--- config.mk ---
export PLATFORM = sky130hd
export DESIGN_NAME = wav_tile2d
export DESIGN_NICKNAME = d
export VERILOG_FILES = /design/src/rtl/wav_pkg.sv /design/src/rtl/wav_lift8.sv /design/src/rtl/wav_tile_store.sv /design/src/rtl/wav_seq.sv /design/src/rtl/wav_tile2d.sv
export SDC_FILE = /design/constraint.sdc
export NUM_CORES = 2
export LEC_CHECK = 0
export BUFFER_PORTS_ARGS = -buffer_cell sky130_fd_sc_hd__buf_2
export CORE_ASPECT_RATIO = 1.2
export CORE_MARGIN = 2
export CORE_UTILIZATION = 27
export CTS_BUF_LIST = sky130_fd_sc_hd__clkbuf_4 sky130_fd_sc_hd__clkbuf_8
export CTS_CLUSTER_SIZE = 10
export DETAILED_ROUTE_END_ITERATION = 7
export SYNTH_ARGS = -nofsm -noshare
export SYNTH_HDL_FRONTEND = slang
export SYNTH_SLANG_ARGS = --single-unit
export TNS_END_PERCENT = 1
--- constraint.sdc ---
create_clock -name clk -period 21.6 [get_ports clk]
set_input_delay 1.08 -clock clk [delete_from_list [all_inputs] [get_ports clk]]
set_output_delay 1.08 -clock clk [all_outputs]
set_load 0.01 [all_outputs]
--- src/rtl/wav_pkg.sv ---
package wav_pkg;
  localparam int TILE_N = 8;
  localparam int IDX_W  = $clog2(TILE_N);
  localparam int HALF_N = TILE_N / 2;
  localparam int CNT_W  = 2 * IDX_W;

  typedef enum logic [1:0] {
    PH_LOAD = 2'd0,
    PH_ROW  = 2'd1,
    PH_COL  = 2'd2,
    PH_OUT  = 2'd3
  } phase_t;

  typedef enum logic [1:0] {
    BAND_APPROX = 2'b00,
    BAND_HORIZ  = 2'b01,
    BAND_VERT   = 2'b10,
    BAND_DIAG   = 2'b11
  } band_t;
endpackage

--- src/rtl/wav_lift8.sv ---
// Integer 5/3 lifting on eight samples, adders and arithmetic shifts only.
module wav_lift8 #(
  parameter int IN_W  = 14,
  parameter int OUT_W = IN_W + 2
) (
  input  logic [7:0][IN_W-1:0]  x,
  output logic [7:0][OUT_W-1:0] y
);
  import wav_pkg::*;

  localparam logic signed [OUT_W-1:0] RND = OUT_W'(2);

  logic signed [OUT_W-1:0] xe [TILE_N];
  logic signed [OUT_W-1:0] hi [HALF_N];
  logic signed [OUT_W-1:0] lo [HALF_N];

  for (genvar i = 0; i < TILE_N; i++) begin : g_ext
    assign xe[i] = OUT_W'($signed(x[i]));
  end

  // predict step; the right edge mirrors sample 6 into position 8
  for (genvar n = 0; n < HALF_N; n++) begin : g_pred
    localparam int RI = (n == HALF_N - 1) ? TILE_N - 2 : 2 * n + 2;
    assign hi[n] = xe[2*n+1] - ((xe[2*n] + xe[RI]) >>> 1);
  end

  // update step; the left edge reuses the first detail value
  for (genvar n = 0; n < HALF_N; n++) begin : g_upd
    localparam int LI = (n == 0) ? 0 : n - 1;
    assign lo[n] = xe[2*n] + ((hi[LI] + hi[n] + RND) >>> 2);
    assign y[n]          = lo[n];
    assign y[n + HALF_N] = hi[n];
  end
endmodule

--- src/rtl/wav_tile_store.sv ---
// 8x8 coefficient store: row write, column read/write, single-entry read.
module wav_tile_store #(
  parameter int W    = 16,
  parameter int RD_W = 14
) (
  input  logic                             clk,
  input  logic                             rst_n,
  input  logic                             row_we,
  input  logic [wav_pkg::IDX_W-1:0]        row_idx,
  input  logic [7:0][W-1:0]                row_d,
  input  logic                             col_we,
  input  logic [wav_pkg::IDX_W-1:0]        col_idx,
  input  logic [7:0][W-1:0]                col_d,
  output logic [7:0][RD_W-1:0]             col_q,
  input  logic [wav_pkg::CNT_W-1:0]        rd_idx,
  output logic [W-1:0]                     rd_q
);
  import wav_pkg::*;

  logic [W-1:0] mem [TILE_N*TILE_N];

  always_ff @(posedge clk) begin
    for (int c = 0; c < TILE_N; c++) begin
      if (row_we) mem[{row_idx, IDX_W'(c)}] <= row_d[c];
    end
    for (int r = 0; r < TILE_N; r++) begin
      if (col_we) mem[{IDX_W'(r), col_idx}] <= col_d[r];
    end
  end

  always_comb begin
    for (int r = 0; r < TILE_N; r++) begin
      col_q[r] = mem[{IDX_W'(r), col_idx}][RD_W-1:0];
    end
  end

  assign rd_q = mem[rd_idx];


  wr_excl_chk: assert property (@(posedge clk) disable iff (!rst_n)
    !(row_we && col_we));
endmodule

--- src/rtl/wav_seq.sv ---
// Phase sequencer: load rows, lift each row, lift each column, drain.
module wav_seq (
  input  logic                      clk,
  input  logic                      rst_n,
  input  logic                      in_valid,
  output logic                      in_ready,
  output logic                      accept,
  output logic [wav_pkg::IDX_W-1:0] pix_idx,
  output logic                      row_we,
  output logic [wav_pkg::IDX_W-1:0] row_idx,
  output logic                      col_we,
  output logic [wav_pkg::IDX_W-1:0] col_idx,
  output logic                      out_valid,
  input  logic                      out_ready,
  output logic [wav_pkg::CNT_W-1:0] out_idx,
  output logic                      out_fire,
  output logic                      out_last
);
  import wav_pkg::*;

  localparam logic [IDX_W-1:0] LAST_I = IDX_W'(TILE_N - 1);
  localparam logic [CNT_W-1:0] LAST_O = CNT_W'(TILE_N * TILE_N - 1);

  phase_t           ph_q, ph_d;
  logic [IDX_W-1:0] pix_q, pix_d, row_q, row_d, col_q, col_d;
  logic [CNT_W-1:0] out_q, out_d;

  assign in_ready  = (ph_q == PH_LOAD);
  assign accept    = in_ready && in_valid;
  assign row_we    = (ph_q == PH_ROW);
  assign col_we    = (ph_q == PH_COL);
  assign out_valid = (ph_q == PH_OUT);
  assign out_fire  = out_valid && out_ready;
  assign out_last  = (out_q == LAST_O);
  assign pix_idx   = pix_q;
  assign row_idx   = row_q;
  assign col_idx   = col_q;
  assign out_idx   = out_q;

  always_comb begin
    ph_d  = ph_q;
    pix_d = pix_q;
    row_d = row_q;
    col_d = col_q;
    out_d = out_q;
    unique case (ph_q)
      PH_LOAD: if (accept) begin
        pix_d = pix_q + 1'b1;
        if (pix_q == LAST_I) ph_d = PH_ROW;
      end
      PH_ROW: begin
        row_d = row_q + 1'b1;
        ph_d  = (row_q == LAST_I) ? PH_COL : PH_LOAD;
      end
      PH_COL: begin
        col_d = col_q + 1'b1;
        if (col_q == LAST_I) ph_d = PH_OUT;
      end
      PH_OUT: if (out_fire) begin
        out_d = out_q + 1'b1;
        if (out_last) ph_d = PH_LOAD;
      end
      default: ph_d = PH_LOAD;
    endcase
  end

  always_ff @(posedge clk or negedge rst_n) begin
    if (!rst_n) begin
      ph_q  <= PH_LOAD;
      pix_q <= '0;
      row_q <= '0;
      col_q <= '0;
      out_q <= '0;
    end else begin
      ph_q  <= ph_d;
      pix_q <= pix_d;
      row_q <= row_d;
      col_q <= col_d;
      out_q <= out_d;
    end
  end


  hold_chk: assert property (@(posedge clk) disable iff (!rst_n)
    (out_valid && !out_ready) |=> (out_valid && $stable(out_idx)));


  drain_after_cols_chk: assert property (@(posedge clk) disable iff (!rst_n)
    $rose(out_valid) |-> $past(col_we));


  busy_ready_chk: assert property (@(posedge clk) disable iff (!rst_n)
    (row_we || col_we || out_valid) |-> !in_ready);
endmodule

--- src/rtl/wav_tile2d.sv ---
// Single-level separable 2D 5/3 forward transform of an 8x8 tile.
module wav_tile2d #(
  parameter int DATA_W = 12,
  parameter int OUT_W  = DATA_W + 4
) (
  input  logic              clk,
  input  logic              rst_n,
  input  logic              in_valid,
  output logic              in_ready,
  input  logic [DATA_W-1:0] in_pixel,
  output logic              out_valid,
  input  logic              out_ready,
  output logic [OUT_W-1:0]  out_coef,
  output logic [1:0]        out_band,
  output logic              tile_done
);
  import wav_pkg::*;

  localparam int MID_W = OUT_W - 2;
  localparam int EXT_W = MID_W - DATA_W;

  logic             accept, row_we, col_we, out_fire, out_last;
  logic [IDX_W-1:0] pix_idx, row_idx, col_idx;
  logic [CNT_W-1:0] out_idx;

  logic [7:0][DATA_W-1:0] row_buf;
  logic [7:0][MID_W-1:0]  col_rd, lift_in;
  logic [7:0][OUT_W-1:0]  lift_out;
  band_t                  band;

  wav_seq u_seq (
    .clk(clk), .rst_n(rst_n),
    .in_valid(in_valid), .in_ready(in_ready), .accept(accept),
    .pix_idx(pix_idx), .row_we(row_we), .row_idx(row_idx),
    .col_we(col_we), .col_idx(col_idx),
    .out_valid(out_valid), .out_ready(out_ready), .out_idx(out_idx),
    .out_fire(out_fire), .out_last(out_last)
  );

  // pixel row collector, clock-enabled by the input handshake
  always_ff @(posedge clk) begin
    if (accept) row_buf[pix_idx] <= in_pixel;
  end

  // one lifting stage shared by both passes
  always_comb begin
    for (int i = 0; i < TILE_N; i++) begin
      lift_in[i] = row_we ? {{EXT_W{row_buf[i][DATA_W-1]}}, row_buf[i]} : col_rd[i];
    end
  end

  wav_lift8 #(.IN_W(MID_W), .OUT_W(OUT_W)) u_lift (
    .x(lift_in), .y(lift_out)
  );

  wav_tile_store #(.W(OUT_W), .RD_W(MID_W)) u_store (
    .clk(clk), .rst_n(rst_n),
    .row_we(row_we), .row_idx(row_idx), .row_d(lift_out),
    .col_we(col_we), .col_idx(col_idx), .col_d(lift_out),
    .col_q(col_rd),
    .rd_idx(out_idx), .rd_q(out_coef)
  );

  assign band      = band_t'({out_idx[CNT_W-1], out_idx[IDX_W-1]});
  assign out_band  = band;
  assign tile_done = out_fire && out_last;


  done_single_chk: assert property (@(posedge clk) disable iff (!rst_n)
    tile_done |=> !tile_done);


  done_then_load_chk: assert property (@(posedge clk) disable iff (!rst_n)
    tile_done |=> (in_ready && !out_valid));


  done_with_valid_chk: assert property (@(posedge clk) disable iff (!rst_n)
    tile_done |-> (out_valid && out_ready));
endmodule

### After elaboration in Yosys (flattened, before gate mapping)

Memories as Yosys holds them, arrays and structs flattened.
Index checks and enable logic that the tools add are counted.

| word-level totals | value |
|---|---|
| bits in registers | 113 |
| memory bits (writable) | 1024 |
| input bits | 16 |
| output and inout bits | 21 |
| logic and storage cells | 114 |
| memories | 1 |

| operators by class | value |
|---|---|
| $add $sub $neg | 24 |
| order comparisons | 2 |
| eq/ne operators | 12 |
| mux-type cells | 46 |
| reduce and logical (&&, ||, !) cells | 16 |

Memories:

| memory | words | bits a word | read ports | clocked after Yosys merged registers in | wr ports | RTL line | text |
|---|---|---|---|---|---|---|---|
| u_store.mem | 64 | 16 | 9 | 0 | 8 | wav_tile_store.sv:20 | `logic [W-1:0] mem [TILE_N*TILE_N];` |

Operators by type and width:

| cell | number |
|---|---|
| 16-bit 2-to-1 mux | 8 |
| 16-bit OR reduction | 8 |
| 14-bit by 14-bit adder with 15-bit output | 8 |
| 14-bit 2-to-1 mux | 8 |
| 96-bit bitwise mux | 1 |
| 16-bit adder | 4 |
| 16-bit by 3-bit adder with 16-bit output (second input constant) | 4 |
| 14-bit by 14-bit subtractor with 15-bit output | 4 |
| 6-bit 2-to-1 mux | 8 |
| 12-bit demux with 3-bit select | 1 |
| 1-bit 2-to-1 mux | 12 |
| 12-bit 2-to-1 mux | 1 |
| 2-bit 2-to-1 mux | 6 |
| 3-bit by 1-bit adder with 3-bit output (second input constant) | 3 |
| 3-bit == test (second input constant) | 3 |
| 2-bit inequality test (second input constant) | 4 |
| 2-bit case mux with 4 select lines | 1 |
| 6-bit by 1-bit adder with 6-bit output (second input constant) | 1 |
| 6-bit == test (second input constant) | 1 |
| 5-bit AND reduction | 1 |
| 2-bit == test (second input constant) | 2 |
| 1-bit logical AND | 4 |
| 3-bit by 4-bit less-than comparator with 1-bit output (second input constant) | 1 |
| 2-bit AND reduction | 2 |
| 4 further kinds | 4 |

### Longest topological paths before layout

| logic depth | value |
|---|---|
| depth in word-level cells | 8 |
| gate-level depth with buffers | 43 |
| depth with buffers taken out | 38 |

### Modules after synthesis

Synthesis repeated with hierarchy kept, for this count alone.

| second synthesis, totals | value |
|---|---|
| cell total of the unflattened synthesis | 6143 |
| area, all modules | 70166.0 µm² |

Modules (own cells, without submodules):

| module | times used | cells each | area each (µm²) | seq. area each (µm²) |
|---|---|---|---|---|
| wav_tile_store | 1 | 4618 | 55654.6 | 30749.5 |
| wav_lift8 | 1 | 1231 | 9365.2 | 0.0 |
| wav_tile2d | 1 | 229 | 4340.4 | 2882.8 |
| wav_seq | 1 | 65 | 805.8 | 425.4 |

### Worst setup path after synthesis

No wires, ideal clock.

| timing path | value |
|---|---|
| path kind | register to register |
| from | register u_seq.col_q[1] (netlist: u_seq.col_idx[1]) |
| to | memory u_store.mem[58][13], data pin |
| setup time | 282 ps |
| data arrival time | 8284 ps |
| data required time | 21318 ps |
| slack | 13034 ps |
| stages on the path, launching flop included | 38 |
| path buffers | 5 |
| clock period less this slack | 8566 ps |
| cells stage by stage | dfrtp_1 -> clkbuf_1 -> buf_2 -> clkbuf_1 -> buf_1 -> mux4_2 -> mux2i_1 -> o21ai_0 -> ha_1 -> nor2b_1 -> o21ai_1 -> a21oi_1 -> o21ai_1 -> a21boi_1 -> o21ai_1 -> a21o_1 -> nand3b_1 -> xnor2_1 -> (+2 left out) -> a221o_1 -> o31ai_2 -> xor2_1 -> buf_2 -> inv_2 -> ha_1 -> ha_1 -> nor2_1 -> nor2_1 -> a31o_1 -> a21oi_1 -> xor2_1 -> ha_1 -> nor3b_1 -> a311o_1 -> a211oi_2 -> nand2b_1 -> o21ai_1 |

RTL lines:

| element | RTL line | text |
|---|---|---|
| from (decl) | wav_seq.sv:25 | `logic [IDX_W-1:0] pix_q, pix_d, row_q, row_d, col_q, col_d;` |
| from (signal assigned) | wav_seq.sv:78 | `col_q <= col_d;` |
| to (decl) | wav_tile_store.sv:20 |  |

==> impl_results.md <==
- Status: finished, violations left
- Failing checks: design-rule violations
- CTS tree: yes
- Cell mode on critical path: ha_1
- Synth top area cells: edfxtp_1 (51%), mux4_2 (19%), ha_1 (4.9%), o21ai_0 (4.2%), mux2i_1 (2.4%)
- Synthesized instance count: 4697
- Die area: between 200000 and 250000 µm²
- Fin. Hold Viols: 0
- Core area: about 230000 µm²
- Worst path bufs/invs: 5
- CP max stage delay: 910 ps
- Worst r2r src: u_seq.col_idx[1]
- I/O Pins: 37
- End of the worst register-to-register path: u_store.mem[19][11]
- Setup WS pre-CTS: 9710 ps
- Length of the first detailed-routing pass in iterations: 8
- M1 wire length: 94700 µm
- Initial antenna violation count: 19
- Worst Hold Class: in -> async
- Row count: around 190
- Final period utilization: between 50% and 60%
- Flip-flop and latch count after synthesis: 1073
- Worst path depth: 37
- Die Height: about 530 µm
- Fin worst setup slack: between 9000 and 10000 ps
- First-pass GRT wire length: around 380000 µm
- Syn_area_per_cell: 13.3 µm²
- Layout Nets: about 5.0k
- Critical Path End Type: register
- Reg2reg setup slack: 9650 ps
- Highest metal used: met5
- Post-CTS Setup Bufs: 0
- P&R area growth vs syn: 12.3%
- Mapped cell area: 62700 µm²
- CP required: between 20000 and 25000 ps
- Num CTS Buffers: 175
- Antenna-violating nets left: 0
- Post-Route Skew: 49.8 ps
- Setup crit start kind: register
- Crit-path slowest cell: o41ai_1
- Syn_nets: approximately 5k
- GRT Util Overall: 23.4%
- Final setup viols: 0
- Kind of critical path: reg -> reg
- Final GP Congestion: between 1 and 1.5
- Final wirelength: between 200000 and 300000 µm
- Critical Path AT: 12620 ps
- Grt ovf: 0
- Metal2 WL: ~130000 µm
- Vias: between 40k and 50k
- Die width: between 400 and 500 µm
- Final Max Slew Viols: 0
- Crit path max-delay family: compound AO/OA/AOI/OAI gates
- Clk Latency, worst-skew pair: 990 ps
- Yosys top cell area share: about half
- Worst-margin pin slew: about 1400 ps
- Ys Warns: 0
- Setup TNS Final: 0 ps
- RSZ-0062 raised after global routing: false
- Clock Tree Root: clkbuf_8
- Vias per inst: about 6
- Fin area: around 70000 µm²
- IO buf count: 36
- Max-slew headroom: under 10%
- Most common flop cell mapped by yosys: edfxtp_1
- Largest net degree at the start of global routing: about 180
- Sequential area share after synthesis: approximately half
- Crit path time final: around 12000 ps
- Post-DP Area: around 67000 µm²
- Post-synth cell types: a little over 80
- WL per Instance: 35.9 µm
- Clk buf depth: 3
- Post-synth EDFFs: between 1k and 1.5k
- H-Tree Depth: 4
- Post_cts resized: 0
- Max_cap viols: 0
- Fmax: about 0.084 GHz
- Clk sink count: roughly 1.1k
- DRC Markers: 2
- Register-to-Register Path Depth: 37
- Layout cells sized above 1: between 20% and 30%
- Crit. Startpoint: u_seq.col_idx[1]
- Fraction of registers with async set/reset: roughly 1.6%
- Initial drt markers: 7397
- Hold Buf Count CTS: 0
- Vias in the first global route: about 47k
- CP max FO: 81
- Yosys top cell by area: edfxtp_1
- Hpwl dp: 190000 µm
- Initial core utilization: a little over a quarter
- Worst-path clk slew: ~60 ps
- Met3 wire length: between 30000 and 40000 µm
cell usage in the layout, fill, tap and decap left out, drive strengths merged, types with 19 or more instances in the layout:
master / instances
nand2b: 48
nor3: 35
o21bai: 28
clkinv: 55
edfxtp: 1056
o21ai: 767
inv: 222
mux2: 19
nor2: 138
nor2b: 31
nand2: 366
xnor2: 112
a21o: 69
mux4: 524
buf: 187
ha: 245
xor2: 59
diode: 20
mux2i: 152
clkbuf: 250
a21oi: 274
nand3: 39
logic make-up (layout without fill, tap and decap cells):
family                   after synthesis  after routing  share of synthesized area [%]
XOR/XNOR                             171            171                           2.39
adder cells (fa/ha/maj)              259            259                           5.34
buffers and inverters                530            721                           3.26
other                                  0             20                              0
AO/OA/AOI/OAI                       1240           1240                           10.9
multiplexers                         695            695                           21.6
flip-flops                          1073           1073                           51.3
AND/OR/NAND/NOR                      729            729                           5.18
per-stage QoR:
| step | utilization [%] | hold WS [ps] | instances |
|---|---|---|---|
| after global routing | 30.5 | 92.7 | 7923 |
| after CTS | 30.5 | 39.1 | 7910 |
| after floorplan | - | 480 | 4697 |
| after global placement | 29.0 | 500 | 7592 |
| after detailed placement | 29.0 | 513 | 7592 |
| final | 30.5 | 87.3 | 7930 |
how the worst max path moves through the flow:
stage | end | slack, ps
floorplan | u_store.mem[58][13] | 13030
global placement | u_store.mem[42][13] | 9700
global route | u_store.mem[19][11] | 8880
detailed placement | u_store.mem[42][13] | 9710
CTS | u_store.mem[42][13] | 9650
finish | u_store.mem[19][11] | 9650
metal layers:
layer	global-route usage, %	up-vias
met5	0	-
met4	19.9	10
met3	7.43	1018
met2	35.3	3862
met1	27.0	24300
li1	-	18500
state kept, by name, indices dropped and copies added, names as in the netlist, named ones only:
name           flops
u_seq.out_idx      6
u_store.mem      960
row_buf           96
u_seq.col_idx      3
u_seq.pix_idx      3
u_seq.row_idx      3
u_seq.ph_q         1
synth_stat cells, types with 31 or more instances:
cell type and n:
xor2_1 59, ha_1 245, xnor2_1 112, buf_1 71, nor2b_1 31, inv_2 36
o21ai_1 237, inv_1 179, nand2_1 366, nor2_1 138, mux2i_1 151, edfxtp_1 1056
nand3_1 38, clkbuf_1 212, nor3_1 34, o21ai_0 527, nand2b_1 48, a21oi_1 272
a21o_1 69, mux4_2 524
final cells by class:
cell class / instances / area, µm²
clock buffers: 250 / 3000
diodes: 20 / 50.0
inverters: 216 / 811
well taps: 3022 / 3780
repair buffers: 187 / 1340
clock inverters: 68 / 477
multi-input cells: 3094 / 28700
fillers: 22900 / 160000
flip-flops and latches: 1073 / 32200
Power is not shown: default switching activity piles up to over one toggle a cycle in this logic, so the estimate is an artifact.
